===== src/rtl/tmr16_pkg.sv =====
package tmr16_pkg;
    localparam int ADDR_W = 6;
    localparam int DATA_W = 8;
    localparam int FLAG_W = 3;

    typedef enum logic [1:0] {
        COM_OFF = 2'b00,
        COM_TOG = 2'b01,
        COM_CLR = 2'b10,
        COM_SET = 2'b11
    } com_e;

    typedef enum logic {
        GATE_ARMED = 1'b0,
        GATE_HOLD  = 1'b1
    } gate_e;

    localparam logic [ADDR_W-1:0] A_CNT_LO  = 6'h28;
    localparam logic [ADDR_W-1:0] A_CNT_HI  = 6'h29;
    localparam logic [ADDR_W-1:0] A_OCR0_LO = 6'h26;
    localparam logic [ADDR_W-1:0] A_CTRL    = 6'h2A;
    localparam logic [ADDR_W-1:0] A_FORCE   = 6'h2B;
    localparam logic [ADDR_W-1:0] A_FLAGS   = 6'h2C;
endpackage


===== src/rtl/tmr16_regs.sv =====
module tmr16_regs
    import tmr16_pkg::*;
#(
    parameter int CNT_W = 16,
    parameter int NCH   = 2
) (
    input  logic                          clk,
    input  logic                          rst_n,
    input  logic                          we_i,
    input  logic                          re_i,
    input  logic [ADDR_W-1:0]             addr_i,
    input  logic [DATA_W-1:0]             wdata_i,
    output logic [DATA_W-1:0]             rdata_o,
    input  logic [CNT_W-1:0]              cnt_i,
    input  logic [FLAG_W-1:0]             flags_i,
    output logic [NCH-1:0][CNT_W-1:0]     ocr_o,
    output logic [NCH-1:0][1:0]           com_o,
    output logic                          ctc_o,
    output logic [NCH-1:0]                force_o,
    output logic                          cnt_wr_o,
    output logic [CNT_W-1:0]              cnt_wr_val_o,
    output logic [FLAG_W-1:0]             flag_clr_o
);
    localparam int HI_W    = CNT_W - DATA_W;
    localparam int CTC_BIT = 2 * NCH;

    logic [HI_W-1:0]    temp_q;
    logic [CTC_BIT:0]   ctrl_q;
    logic [NCH-1:0]     ocr_lo_hit;
    logic [NCH-1:0]     ocr_hi_hit;
    logic               cnt_lo_hit;
    logic               cnt_hi_hit;
    logic               any_hi;
    logic               lo_rd_hit;
    logic [HI_W-1:0]    lo_rd_hi;

    assign cnt_lo_hit = (addr_i == A_CNT_LO);
    assign cnt_hi_hit = (addr_i == A_CNT_HI);
    assign any_hi     = cnt_hi_hit | (|ocr_hi_hit);

    // Per-channel compare registers, each pair of addresses two below the last
    for (genvar k = 0; k < NCH; k++) begin : g_ocr
        logic [CNT_W-1:0] ocr_q;
        assign ocr_lo_hit[k] = (addr_i == A_OCR0_LO - ADDR_W'(2 * k));
        assign ocr_hi_hit[k] = (addr_i == A_OCR0_LO - ADDR_W'(2 * k) + ADDR_W'(1));
        assign com_o[k]      = ctrl_q[2*k+1 -: 2];
        assign force_o[k]    = we_i && (addr_i == A_FORCE) && wdata_i[DATA_W-1-k];

        always_ff @(posedge clk) begin
            if (!rst_n)
                ocr_q <= '0;
            else if (we_i && ocr_lo_hit[k])
                ocr_q <= {temp_q, wdata_i};
        end
        assign ocr_o[k] = ocr_q;
    end

    assign ctc_o        = ctrl_q[CTC_BIT];
    assign cnt_wr_o     = we_i && cnt_lo_hit;
    assign cnt_wr_val_o = {temp_q, wdata_i};
    assign flag_clr_o   = (we_i && (addr_i == A_FLAGS)) ? wdata_i[FLAG_W-1:0] : '0;

    // High half captured by a low-byte read
    always_comb begin
        lo_rd_hit = cnt_lo_hit;
        lo_rd_hi  = cnt_i[CNT_W-1:DATA_W];
        for (int k = 0; k < NCH; k++) begin
            if (ocr_lo_hit[k]) begin
                lo_rd_hit = 1'b1;
                lo_rd_hi  = ocr_o[k][CNT_W-1:DATA_W];
            end
        end
    end

    always_ff @(posedge clk) begin
        if (!rst_n)
            temp_q <= '0;
        else if (we_i && any_hi)
            temp_q <= wdata_i[HI_W-1:0];
        else if (re_i && lo_rd_hit)
            temp_q <= lo_rd_hi;
    end

    always_ff @(posedge clk) begin
        if (!rst_n)
            ctrl_q <= '0;
        else if (we_i && (addr_i == A_CTRL))
            ctrl_q <= wdata_i[CTC_BIT:0];
    end

    always_comb begin
        rdata_o = '0;
        if (cnt_lo_hit)
            rdata_o = cnt_i[DATA_W-1:0];
        if (any_hi)
            rdata_o = DATA_W'(temp_q);
        for (int k = 0; k < NCH; k++) begin
            if (ocr_lo_hit[k])
                rdata_o = ocr_o[k][DATA_W-1:0];
        end
        if (addr_i == A_CTRL)
            rdata_o = DATA_W'(ctrl_q);
        if (addr_i == A_FLAGS)
            rdata_o = DATA_W'(flags_i);
    end

    // a low-byte write merges the temporary byte in one edge
    assert_lo_load_R2: assert property (@(posedge clk) disable iff (!rst_n)
        (we_i && ocr_lo_hit[0]) |=> (ocr_o[0] == {$past(temp_q), $past(wdata_i)}));

    // the strobe byte never reads back
    assert_force_rd_zero_R11: assert property (@(posedge clk) disable iff (!rst_n)
        (addr_i == A_FORCE) |-> (rdata_o == '0));
endmodule


===== src/rtl/tmr16_core.sv =====
module tmr16_core
    import tmr16_pkg::*;
#(
    parameter int CNT_W = 16,
    parameter int NCH   = 2
) (
    input  logic                      clk,
    input  logic                      rst_n,
    input  logic                      tick_i,
    input  logic                      ctc_i,
    input  logic                      cnt_wr_i,
    input  logic [CNT_W-1:0]          cnt_wr_val_i,
    input  logic [NCH-1:0][CNT_W-1:0] ocr_i,
    input  logic                      ovf_clr_i,
    output logic [CNT_W-1:0]          cnt_o,
    output logic [NCH-1:0]            match_o,
    output logic                      ovf_o
);
    gate_e            gate_q;
    gate_e            gate_d;
    logic [CNT_W-1:0] cnt_q;
    logic             ovf_q;
    logic             at_top;
    logic             ovf_set;

    // Compare gate: state register
    always_ff @(posedge clk) begin
        if (!rst_n)
            gate_q <= GATE_ARMED;
        else
            gate_q <= gate_d;
    end

    // Compare gate: transitions
    always_comb begin
        gate_d = gate_q;
        unique case (gate_q)
            GATE_ARMED: if (cnt_wr_i) gate_d = GATE_HOLD;
            GATE_HOLD: begin
                if (cnt_wr_i)    gate_d = GATE_HOLD;
                else if (tick_i) gate_d = GATE_ARMED;
            end
        endcase
    end

    // Compare gate: outputs
    always_comb begin
        match_o = '0;
        unique case (gate_q)
            GATE_ARMED: begin
                for (int k = 0; k < NCH; k++)
                    match_o[k] = tick_i && !cnt_wr_i && (cnt_q == ocr_i[k]);
            end
            GATE_HOLD: match_o = '0;
        endcase
    end

    assign at_top  = (cnt_q == '1);
    assign ovf_set = tick_i && !cnt_wr_i && !ctc_i && at_top;

    always_ff @(posedge clk) begin
        if (!rst_n)
            cnt_q <= '0;
        else if (cnt_wr_i)
            cnt_q <= cnt_wr_val_i;
        else if (tick_i) begin
            if (ctc_i && match_o[0])
                cnt_q <= '0;
            else
                cnt_q <= cnt_q + CNT_W'(1);
        end
    end

    always_ff @(posedge clk) begin
        if (!rst_n)
            ovf_q <= 1'b0;
        else if (ovf_set)
            ovf_q <= 1'b1;
        else if (ovf_clr_i)
            ovf_q <= 1'b0;
    end

    assign cnt_o = cnt_q;
    assign ovf_o = ovf_q;

    // no tick and no write leaves the counter alone
    assert_hold_R4: assert property (@(posedge clk) disable iff (!rst_n)
        (!tick_i && !cnt_wr_i) |=> $stable(cnt_q));

    // normal-mode wrap raises overflow
    assert_wrap_R5: assert property (@(posedge clk) disable iff (!rst_n)
        (tick_i && !cnt_wr_i && !ctc_i && (cnt_q == '1)) |=> ((cnt_q == '0) && ovf_q));

    // clear-on-compare returns to zero
    assert_ctc_clear_R6: assert property (@(posedge clk) disable iff (!rst_n)
        (tick_i && ctc_i && match_o[0]) |=> (cnt_q == '0));

    // the cycle after a counter write yields no match
    assert_block_R9: assert property (@(posedge clk) disable iff (!rst_n)
        cnt_wr_i |=> (match_o == '0));
endmodule


===== src/rtl/tmr16_chan.sv =====
module tmr16_chan
    import tmr16_pkg::*;
(
    input  logic       clk,
    input  logic       rst_n,
    input  logic [1:0] com_i,
    input  logic       match_i,
    input  logic       force_i,
    input  logic       clr_i,
    output logic       wave_o,
    output logic       flag_o
);
    logic wave_q;
    logic wave_d;
    logic flag_q;

    // One action per cycle, whether from a match, a strobe or both
    always_comb begin
        wave_d = wave_q;
        if (match_i || force_i) begin
            unique case (com_e'(com_i))
                COM_OFF: wave_d = wave_q;
                COM_TOG: wave_d = ~wave_q;
                COM_CLR: wave_d = 1'b0;
                COM_SET: wave_d = 1'b1;
            endcase
        end
    end

    always_ff @(posedge clk) begin
        if (!rst_n)
            wave_q <= 1'b0;
        else
            wave_q <= wave_d;
    end

    always_ff @(posedge clk) begin
        if (!rst_n)
            flag_q <= 1'b0;
        else if (match_i)
            flag_q <= 1'b1;
        else if (clr_i)
            flag_q <= 1'b0;
    end

    assign wave_o = wave_q;
    assign flag_o = flag_q;

    // a match always leaves the flag raised
    assert_match_flag_R7: assert property (@(posedge clk) disable iff (!rst_n)
        match_i |=> flag_o);

    // disconnected mode keeps the pin
    assert_off_stable_R8: assert property (@(posedge clk) disable iff (!rst_n)
        (com_i == COM_OFF) |=> $stable(wave_o));

    // a strobe alone never moves the flag
    assert_force_noflag_R10: assert property (@(posedge clk) disable iff (!rst_n)
        (force_i && !match_i && !clr_i) |=> (flag_o == $past(flag_o)));
endmodule


===== src/rtl/tmr16_fc.sv =====
module tmr16_fc
    import tmr16_pkg::*;
#(
    parameter int CNT_W = 16
) (
    input  logic              clk,
    input  logic              rst_n,
    input  logic              tick_en,
    input  logic              bus_we,
    input  logic              bus_re,
    input  logic [ADDR_W-1:0] bus_addr,
    input  logic [DATA_W-1:0] bus_wdata,
    output logic [DATA_W-1:0] bus_rdata,
    output logic              wave_a,
    output logic              wave_b,
    output logic              irq_a,
    output logic              irq_b,
    output logic              irq_ovf
);
    localparam int NCH = 2;

    logic [NCH-1:0][CNT_W-1:0] ocr;
    logic [NCH-1:0][1:0]       com;
    logic [NCH-1:0]            force_s;
    logic [NCH-1:0]            match;
    logic [NCH-1:0]            wave;
    logic [NCH-1:0]            flag;
    logic [FLAG_W-1:0]         flag_clr;
    logic [FLAG_W-1:0]         flags;
    logic [CNT_W-1:0]          cnt;
    logic [CNT_W-1:0]          cnt_wr_val;
    logic                      cnt_wr;
    logic                      ctc;
    logic                      ovf;

    assign flags = {ovf, flag[1], flag[0]};

    tmr16_regs #(.CNT_W(CNT_W), .NCH(NCH)) u_regs (
        .clk          (clk),
        .rst_n        (rst_n),
        .we_i         (bus_we),
        .re_i         (bus_re),
        .addr_i       (bus_addr),
        .wdata_i      (bus_wdata),
        .rdata_o      (bus_rdata),
        .cnt_i        (cnt),
        .flags_i      (flags),
        .ocr_o        (ocr),
        .com_o        (com),
        .ctc_o        (ctc),
        .force_o      (force_s),
        .cnt_wr_o     (cnt_wr),
        .cnt_wr_val_o (cnt_wr_val),
        .flag_clr_o   (flag_clr)
    );

    tmr16_core #(.CNT_W(CNT_W), .NCH(NCH)) u_core (
        .clk          (clk),
        .rst_n        (rst_n),
        .tick_i       (tick_en),
        .ctc_i        (ctc),
        .cnt_wr_i     (cnt_wr),
        .cnt_wr_val_i (cnt_wr_val),
        .ocr_i        (ocr),
        .ovf_clr_i    (flag_clr[FLAG_W-1]),
        .cnt_o        (cnt),
        .match_o      (match),
        .ovf_o        (ovf)
    );

    for (genvar k = 0; k < NCH; k++) begin : g_chan
        tmr16_chan u_chan (
            .clk     (clk),
            .rst_n   (rst_n),
            .com_i   (com[k]),
            .match_i (match[k]),
            .force_i (force_s[k]),
            .clr_i   (flag_clr[k]),
            .wave_o  (wave[k]),
            .flag_o  (flag[k])
        );
    end

    assign wave_a  = wave[0];
    assign wave_b  = wave[1];
    assign irq_a   = flag[0];
    assign irq_b   = flag[1];
    assign irq_ovf = ovf;
endmodule


===== config.mk =====
export PLATFORM = sky130hd
export DESIGN_NAME = tmr16_fc
export DESIGN_NICKNAME = d
export VERILOG_FILES = /design/src/rtl/tmr16_pkg.sv /design/src/rtl/tmr16_regs.sv /design/src/rtl/tmr16_core.sv /design/src/rtl/tmr16_chan.sv /design/src/rtl/tmr16_fc.sv
export SDC_FILE = /design/constraint.sdc
export NUM_CORES = 1
export LEC_CHECK = 0
export ABC_AREA = 1
export BUFFER_PORTS_ARGS = -buffer_cell sky130_fd_sc_hd__clkbuf_2
export CAP_MARGIN = 20
export CORE_ASPECT_RATIO = 1.5
export CORE_MARGIN = 2
export CORE_UTILIZATION = 60
export DETAILED_ROUTE_END_ITERATION = 6
export PLACE_DENSITY = 0.79
export SYNTH_ARGS = -nofsm -noshare
export SYNTH_HDL_FRONTEND = slang
export SYNTH_HIERARCHICAL = 1
export SYNTH_SLANG_ARGS = --single-unit

===== constraint.sdc =====
create_clock -name clk -period 2.5 [get_ports clk]
set_clock_uncertainty 0.2 [all_clocks]
set_input_delay 0.125 -clock clk [delete_from_list [all_inputs] [get_ports clk]]
set_output_delay 0.125 -clock clk [all_outputs]
set_load 0.01 [all_outputs]

---- Word-level counts from Yosys, hierarchy flattened ----
Cells that the tools add are included.
word-level totals
  bits in registers ....................... 67
  input bits .............................. 19
  logic and storage cells ................. 95
operators by class
  add/subtract/negate cells ............... 1
  equal/unequal tests ..................... 18
  muxes and demuxes ....................... 29
  bitwise gates (word level) .............. 6
  reductions and logical operators ........ 30
operators by type and width
  cell                   count
  $mux 8                 10
  $eq 6x6->1 const B     9
  $mux 16                3
  $eq 16x16->1           2
  $add 16x1->16 const B  1
  $eq 16x16->1 const B   1
  $logic_and 1x1->1      16
  $mux 1                 11
  $reduce_bool 2->1      5
  $eq 2x2->1 const B     4
  $pmux 1 s3             2
  $not 1->1              5
  $eq 2x1->1 const B     2
  $logic_not 2->1        2
  $pmux 2 s2             1
  $reduce_and 2->1       2
  $mux 3                 1
  $logic_not 1->1        2
  $logic_or 1x1->1       2
  $pmux 1 s2             1
  $reduce_or 2->1        1
  $or 1x1->1             1

---- Logic depth before layout (Yosys ltp) ----
  word-level depth ........................ 10
  mapped depth ............................ 16

---- Modules after synthesis ----
The synthesis kept the hierarchy.
modules (own cells, without submodules)
  module      instances  cells an instance  area an instance (µm²)  sequential area each (µm²)
  tmr16_regs  1          355                2414.8                  900.9
  tmr16_core  1          292                1856.8                  360.3
  tmr16_chan  2          17                 106.4                   40.0

---- Least setup slack after synthesis ----
OpenSTA, ideal clock, no wires.
  path kind ............................... input -> register
  start point ............................. input bus_we
  end point ............................... register g_chan[0].u_chan.wave_q
  library setup time ...................... 0.066 ns
  arrival time ............................ 1.688 ns
  data required time ...................... 2.234 ns
  slack ................................... 0.546 ns
  stages .................................. 14
  path buffers ............................ 3
  cell sequence ........................... buf_2 inv_1 nor2_1 buf_2 nor2_1 buf_2 nand2_1 nor4_1 nand2_1 nor2_1 inv_2 nand2_2 nand3_1 a21oi_2
between the ends
  word-level cells in the longest chain between the ends .. 7
  elaborated cells between the ends (all ways) .. 9
ends and longest elaborated chain
  element                          RTL line          RTL
  start, declared                  tmr16_fc.sv:9     input logic bus_we,
  $logic_and 1x1->1                tmr16_regs.sv:59  assign cnt_wr_o = we_i && cnt_lo_hit;
  named net cnt_wr                 tmr16_fc.sv:32    logic cnt_wr;
  $logic_not 1->1                  tmr16_core.sv:52  match_o[k] = tick_i && !cnt_wr_i && (cnt_q == ocr_i[k]);
  $logic_and 1x1->1 (2 in series)  tmr16_core.sv:52
  $pmux 2 s2                       tmr16_core.sv:49  unique case (gate_q)
  named net match[0]               tmr16_fc.sv:25    logic [NCH-1:0] match;
  $logic_or 1x1->1                 tmr16_chan.sv:20  if (match_i || force_i) begin
  $reduce_and 2->1 (no line)       --
  end signal, assigned             tmr16_chan.sv:34  wave_q <= wave_d;
  end, declared                    tmr16_chan.sv:13  logic wave_q;
The timed path passes the listed nets, and every way through them passes these cells.
A chain may end at the register's enable or synchronous reset.

---- Worst setup path in the final report ----
  start point ............................. register u_core.cnt_q[5] (netlist: u_core/cnt_o[5])
  end point ............................... register g_chan[0].u_chan.wave_q
between the ends
  word-level cells in the longest chain between the ends .. 5
ends and longest elaborated chain
  element                     RTL line          RTL
  start, declared             tmr16_core.sv:21  logic [CNT_W-1:0] cnt_q;
  start signal, assigned      tmr16_core.sv:65  cnt_q <= cnt_wr_val_i;
  start signal, assigned      tmr16_core.sv:70  cnt_q <= cnt_q + CNT_W'(1);
  $eq 16x16->1                tmr16_core.sv:52
  $logic_and 1x1->1           tmr16_core.sv:52
  $pmux 2 s2                  tmr16_core.sv:49
  named net match[0]          tmr16_fc.sv:25
  $logic_or 1x1->1            tmr16_chan.sv:20
  $reduce_and 2->1 (no line)  --
The timed path passes the listed nets, and every way through them passes these cells.

==> impl_results.md <==
* Max Freq at 455 MHz
* Worst IR Drop VDD at around 0.42 mV
* DP Area at between 4000 and 5000 um2
* Kind of critical path: reg -> reg
* Seq/Total Area, Yosys at between 20 and 30%
* Worst-path clk slew at 0.07 ns
* Largest fanout on the critical path at 6
* Layout area overhead at 10.0%
* Mux contribution to synthesized area at 0%
* Synth top cells by count: nand2_1, dfxtp_1, inv_1
* CP startpoint kind: register
* Port Buf Inserts at 31
* Initial antenna violation count at 0
* Post-DP HPWL at around 11,000 um
* Setup TNS at 0 ns
* Number of global-route vias before repair at 4,455
* Setup Buffers After CTS at 0
* Setup crit end kind: register
* Largest net degree at the start of global routing at 33
* Die height at 110 um
* IO Pins at 32
* Fin crit share at 87.8%
* Max-slew headroom at 24.4%
* Post-synth top area share at roughly 30%
* # clock sinks at 67
* GRT Util Overall at 37.5%
* Syn. warnings at 6
* Final #Nets at around 730
* Iter 0 DRT Violations at approximately 440
* First-pass GRT wire length at around 23,000 um
* Final Max Tran Viols at 0
* Unrepaired setup endpoints after global routing: false
* Post-layout util at between 60% and 70%
* Root Driver: clkbuf_8
* Grt ovf at 0
* Syn Inst Count at a little under 700
* Wirelength, routed at about 15,000 um
* Hold Fails Final Rpt at 0
* Switching share of total power at between 20% and 30%
* Post-route antenna net violation count at 0
* Simple-gate portion of the synthesized area at 35.1%
* Ys flop type: dfxtp_1
* Gp weighted congestion at around 1.0
* Final setup vio count at 0
* Internal Power at between 1.5 and 2 mW
* Synth async-reset ratio at 0%
* Largest area contributor in the netlist: dfxtp_1
* CTS buffer count at 9
* Tmin final at about 2.2 ns
* Syn_nets at about 700
* Starting Density at 62.0%
* Gate power share at 9.8%
* Critical Path AT at roughly 2.3 ns
* Sw power at 586 uW
* Pwr Density at between 400 and 500 nW/um2
* DR DRC count at 5
* Leak Pwr at roughly 2.1 nW
* Final Non-Filler Cells at slightly above 800
* Num rows at 38
* Most common cell in the netlist: nand2_1
* Slew @ Worst Pin at 1.13 ns
* Clk network pwr share at 41.3%
* Post-synth EDFFs at 0
* CTS tree: yes
* Post-synth cell types at 42
* TritonRoute pass-1 iters at 7
* MaxCap Viol Count at 0
* Number of synthesized register bits at 67
* Status: finished with violations
* Post-Synth Adder-Cell Area at less than 1%
* Antenna Cells at 0
* Mapped cell area at ~4500 um2
* Clock buffer depth at 2
* Synth top area cells: dfxtp_1, nand2_1, a21oi_1, nand3_1, inv_1
* Synth Area in XOR/XNOR at about 3.3%
* H-tree depth at 3
* Fillers at just under 700
* Worst Path Required at 2.59 ns
* Via density at between 5 and 6
* Flop pwr share at 49.0%
* Main combinational cell family by area after synthesis: simple AND/OR/NAND/NOR gates
* Avg WL per Cell at 18.3 um
* Core Area at 7230 um2
* Post-route cell area at between 4000 and 5000 um2
* Share of cells above drive strength 1 at 18.0%
* Chip width at 74.6 um
* Synth Area in Compound Gates at 19.2%
* Hold Crit Class: in -> reg
* Placed insts at 790
* Failing checks: DRC
* Die ar. at ~8200 um2
* Multi-input gate area at roughly 2600 um2
* Syn_area_per_cell at 6.58 um2
* Clk_lat worst skew at 0.36 ns
* Register area at about 1300 um2
* Via count at 4,785
==> sequential cells by signal, summed over array words and instances (netlist names) <==
| name | flops |
|---|---|
| u_regs/g_ocr.ocr_q | 32 |
| u_core/ovf_o | 1 |
| u_regs/ctrl_q | 5 |
| g_chan.u_chan/wave_o | 2 |
| u_core/gate_q | 1 |
| u_regs/temp_q | 8 |
| g_chan.u_chan/flag_o | 2 |
| u_core/cnt_o | 16 |
==> power groups by stage <==
stage               logic [mW]  clock network (mW)  registers, mW
floorplan                0.138                   0           1.12
global placement         0.200                   0           1.12
detailed placement       0.202                   0           1.12
CTS                      0.214               0.935           1.10
global route             0.235               0.986           1.10
finish                   0.220               0.928           1.10
==> cells in the final DEF (no fill, tap or decap), types with 3 or more instances in the layout <==
master and count:
nor2_1 58, buf_4 14, clkbuf_2 31, xnor2_1 3
nor2_4 4, inv_1 60, a31oi_1 3, clkbuf_8 11
o21bai_1 7, nand4_1 5, o21ai_0 36, nand3_1 51
dfxtp_1 67, nand2_1 157, nand3_2 12, xor2_1 14
nor2_2 6, dlygate4sd3_1 10, nor3_1 15, o21ai_1 3
a21oi_1 59, a22oi_1 16, inv_2 20, nor4_1 6
nand2_2 9, a21oi_2 12, clkinv_1 3
==> through the flow <==
step,hold slack [ns],total power [mW],setup WS (ns)
after floorplan,0.0599,1.26,0.546
after CTS,0.00543,2.25,0.381
after global routing,0.0336,2.32,0.205
after detailed placement,0.271,1.33,0.273
final,0.0162,2.25,0.305
after global placement,0.261,1.32,0.336
==> worst paths after layout <==
check | depth (start not counted) | startpoint | slack, ns | endpoint
setup / recovery | 10 | u_core/cnt_o[5]$_SDFFE_PN0P_ | 0.30 | g_chan[0].u_chan/wave_o$_SDFFE_PN0P_
setup reg to reg | 10 | u_core/cnt_o[5]$_SDFFE_PN0P_ | 0.30 | g_chan[0].u_chan/wave_o$_SDFFE_PN0P_
hold reg to reg | 2 | u_regs/g_ocr[1].ocr_q[15]$_SDFFE_PN0P_ | 0.28 | u_regs/g_ocr[1].ocr_q[15]$_SDFFE_PN0P_
hold / removal | 4 | bus_re | 0.02 | u_regs/temp_q[3]$_SDFFE_PN0P_
==> layout make-up <==
cell class | count | area share, %
Multi-Input combinational cell | 494 | 52.6
Sequential cell | 67 | 27.2
Timing Repair Buffer | 55 | 7.30
Inverter | 84 | 6.42
Clock buffer | 13 | 3.22
Tap cell | 100 | 2.54
Clock inverter | 2 | 0.710
==> critical path, cell delays in order, from the launching register on <==
cell	delay (ns)
dfxtp_1	0.49
inv_2	0.14
nand2_2	0.10
nand2_1	0.05
nor4_1	0.37
nand3_1	0.18
nor2_1	0.24
inv_2	0.07
nand2_2	0.07
nand3_1	0.08
a21oi_2	0.14
==> cell families after synthesis <==
logic type / after synthesis
AOI/OAI and AO/OA: 144
xor gates and xnor gates: 17
adders and majority gates: 1
buffers and inverters: 120
DFF: 67
and+or+nand+nor: 332
==> metal layers <==
metal  up-vias  part of all wire [%]  global-route usage [%]
met5         -                     0                       0
li1       2302                     -                       -
met4         0                   5.6                    21.0
met2       223                    49                    63.3
met1      2204                    39                    43.1
met3        56                   6.4                    7.97
==> timing repair <==
| item | CTS | global route |
|---|---|---|
| resized for setup | 0 | 0 |
| hold endpoints to repair | 26 | 0 |
| hold buffers | 10 | 0 |
No activity file was read; power rests on OpenSTA's default activity.
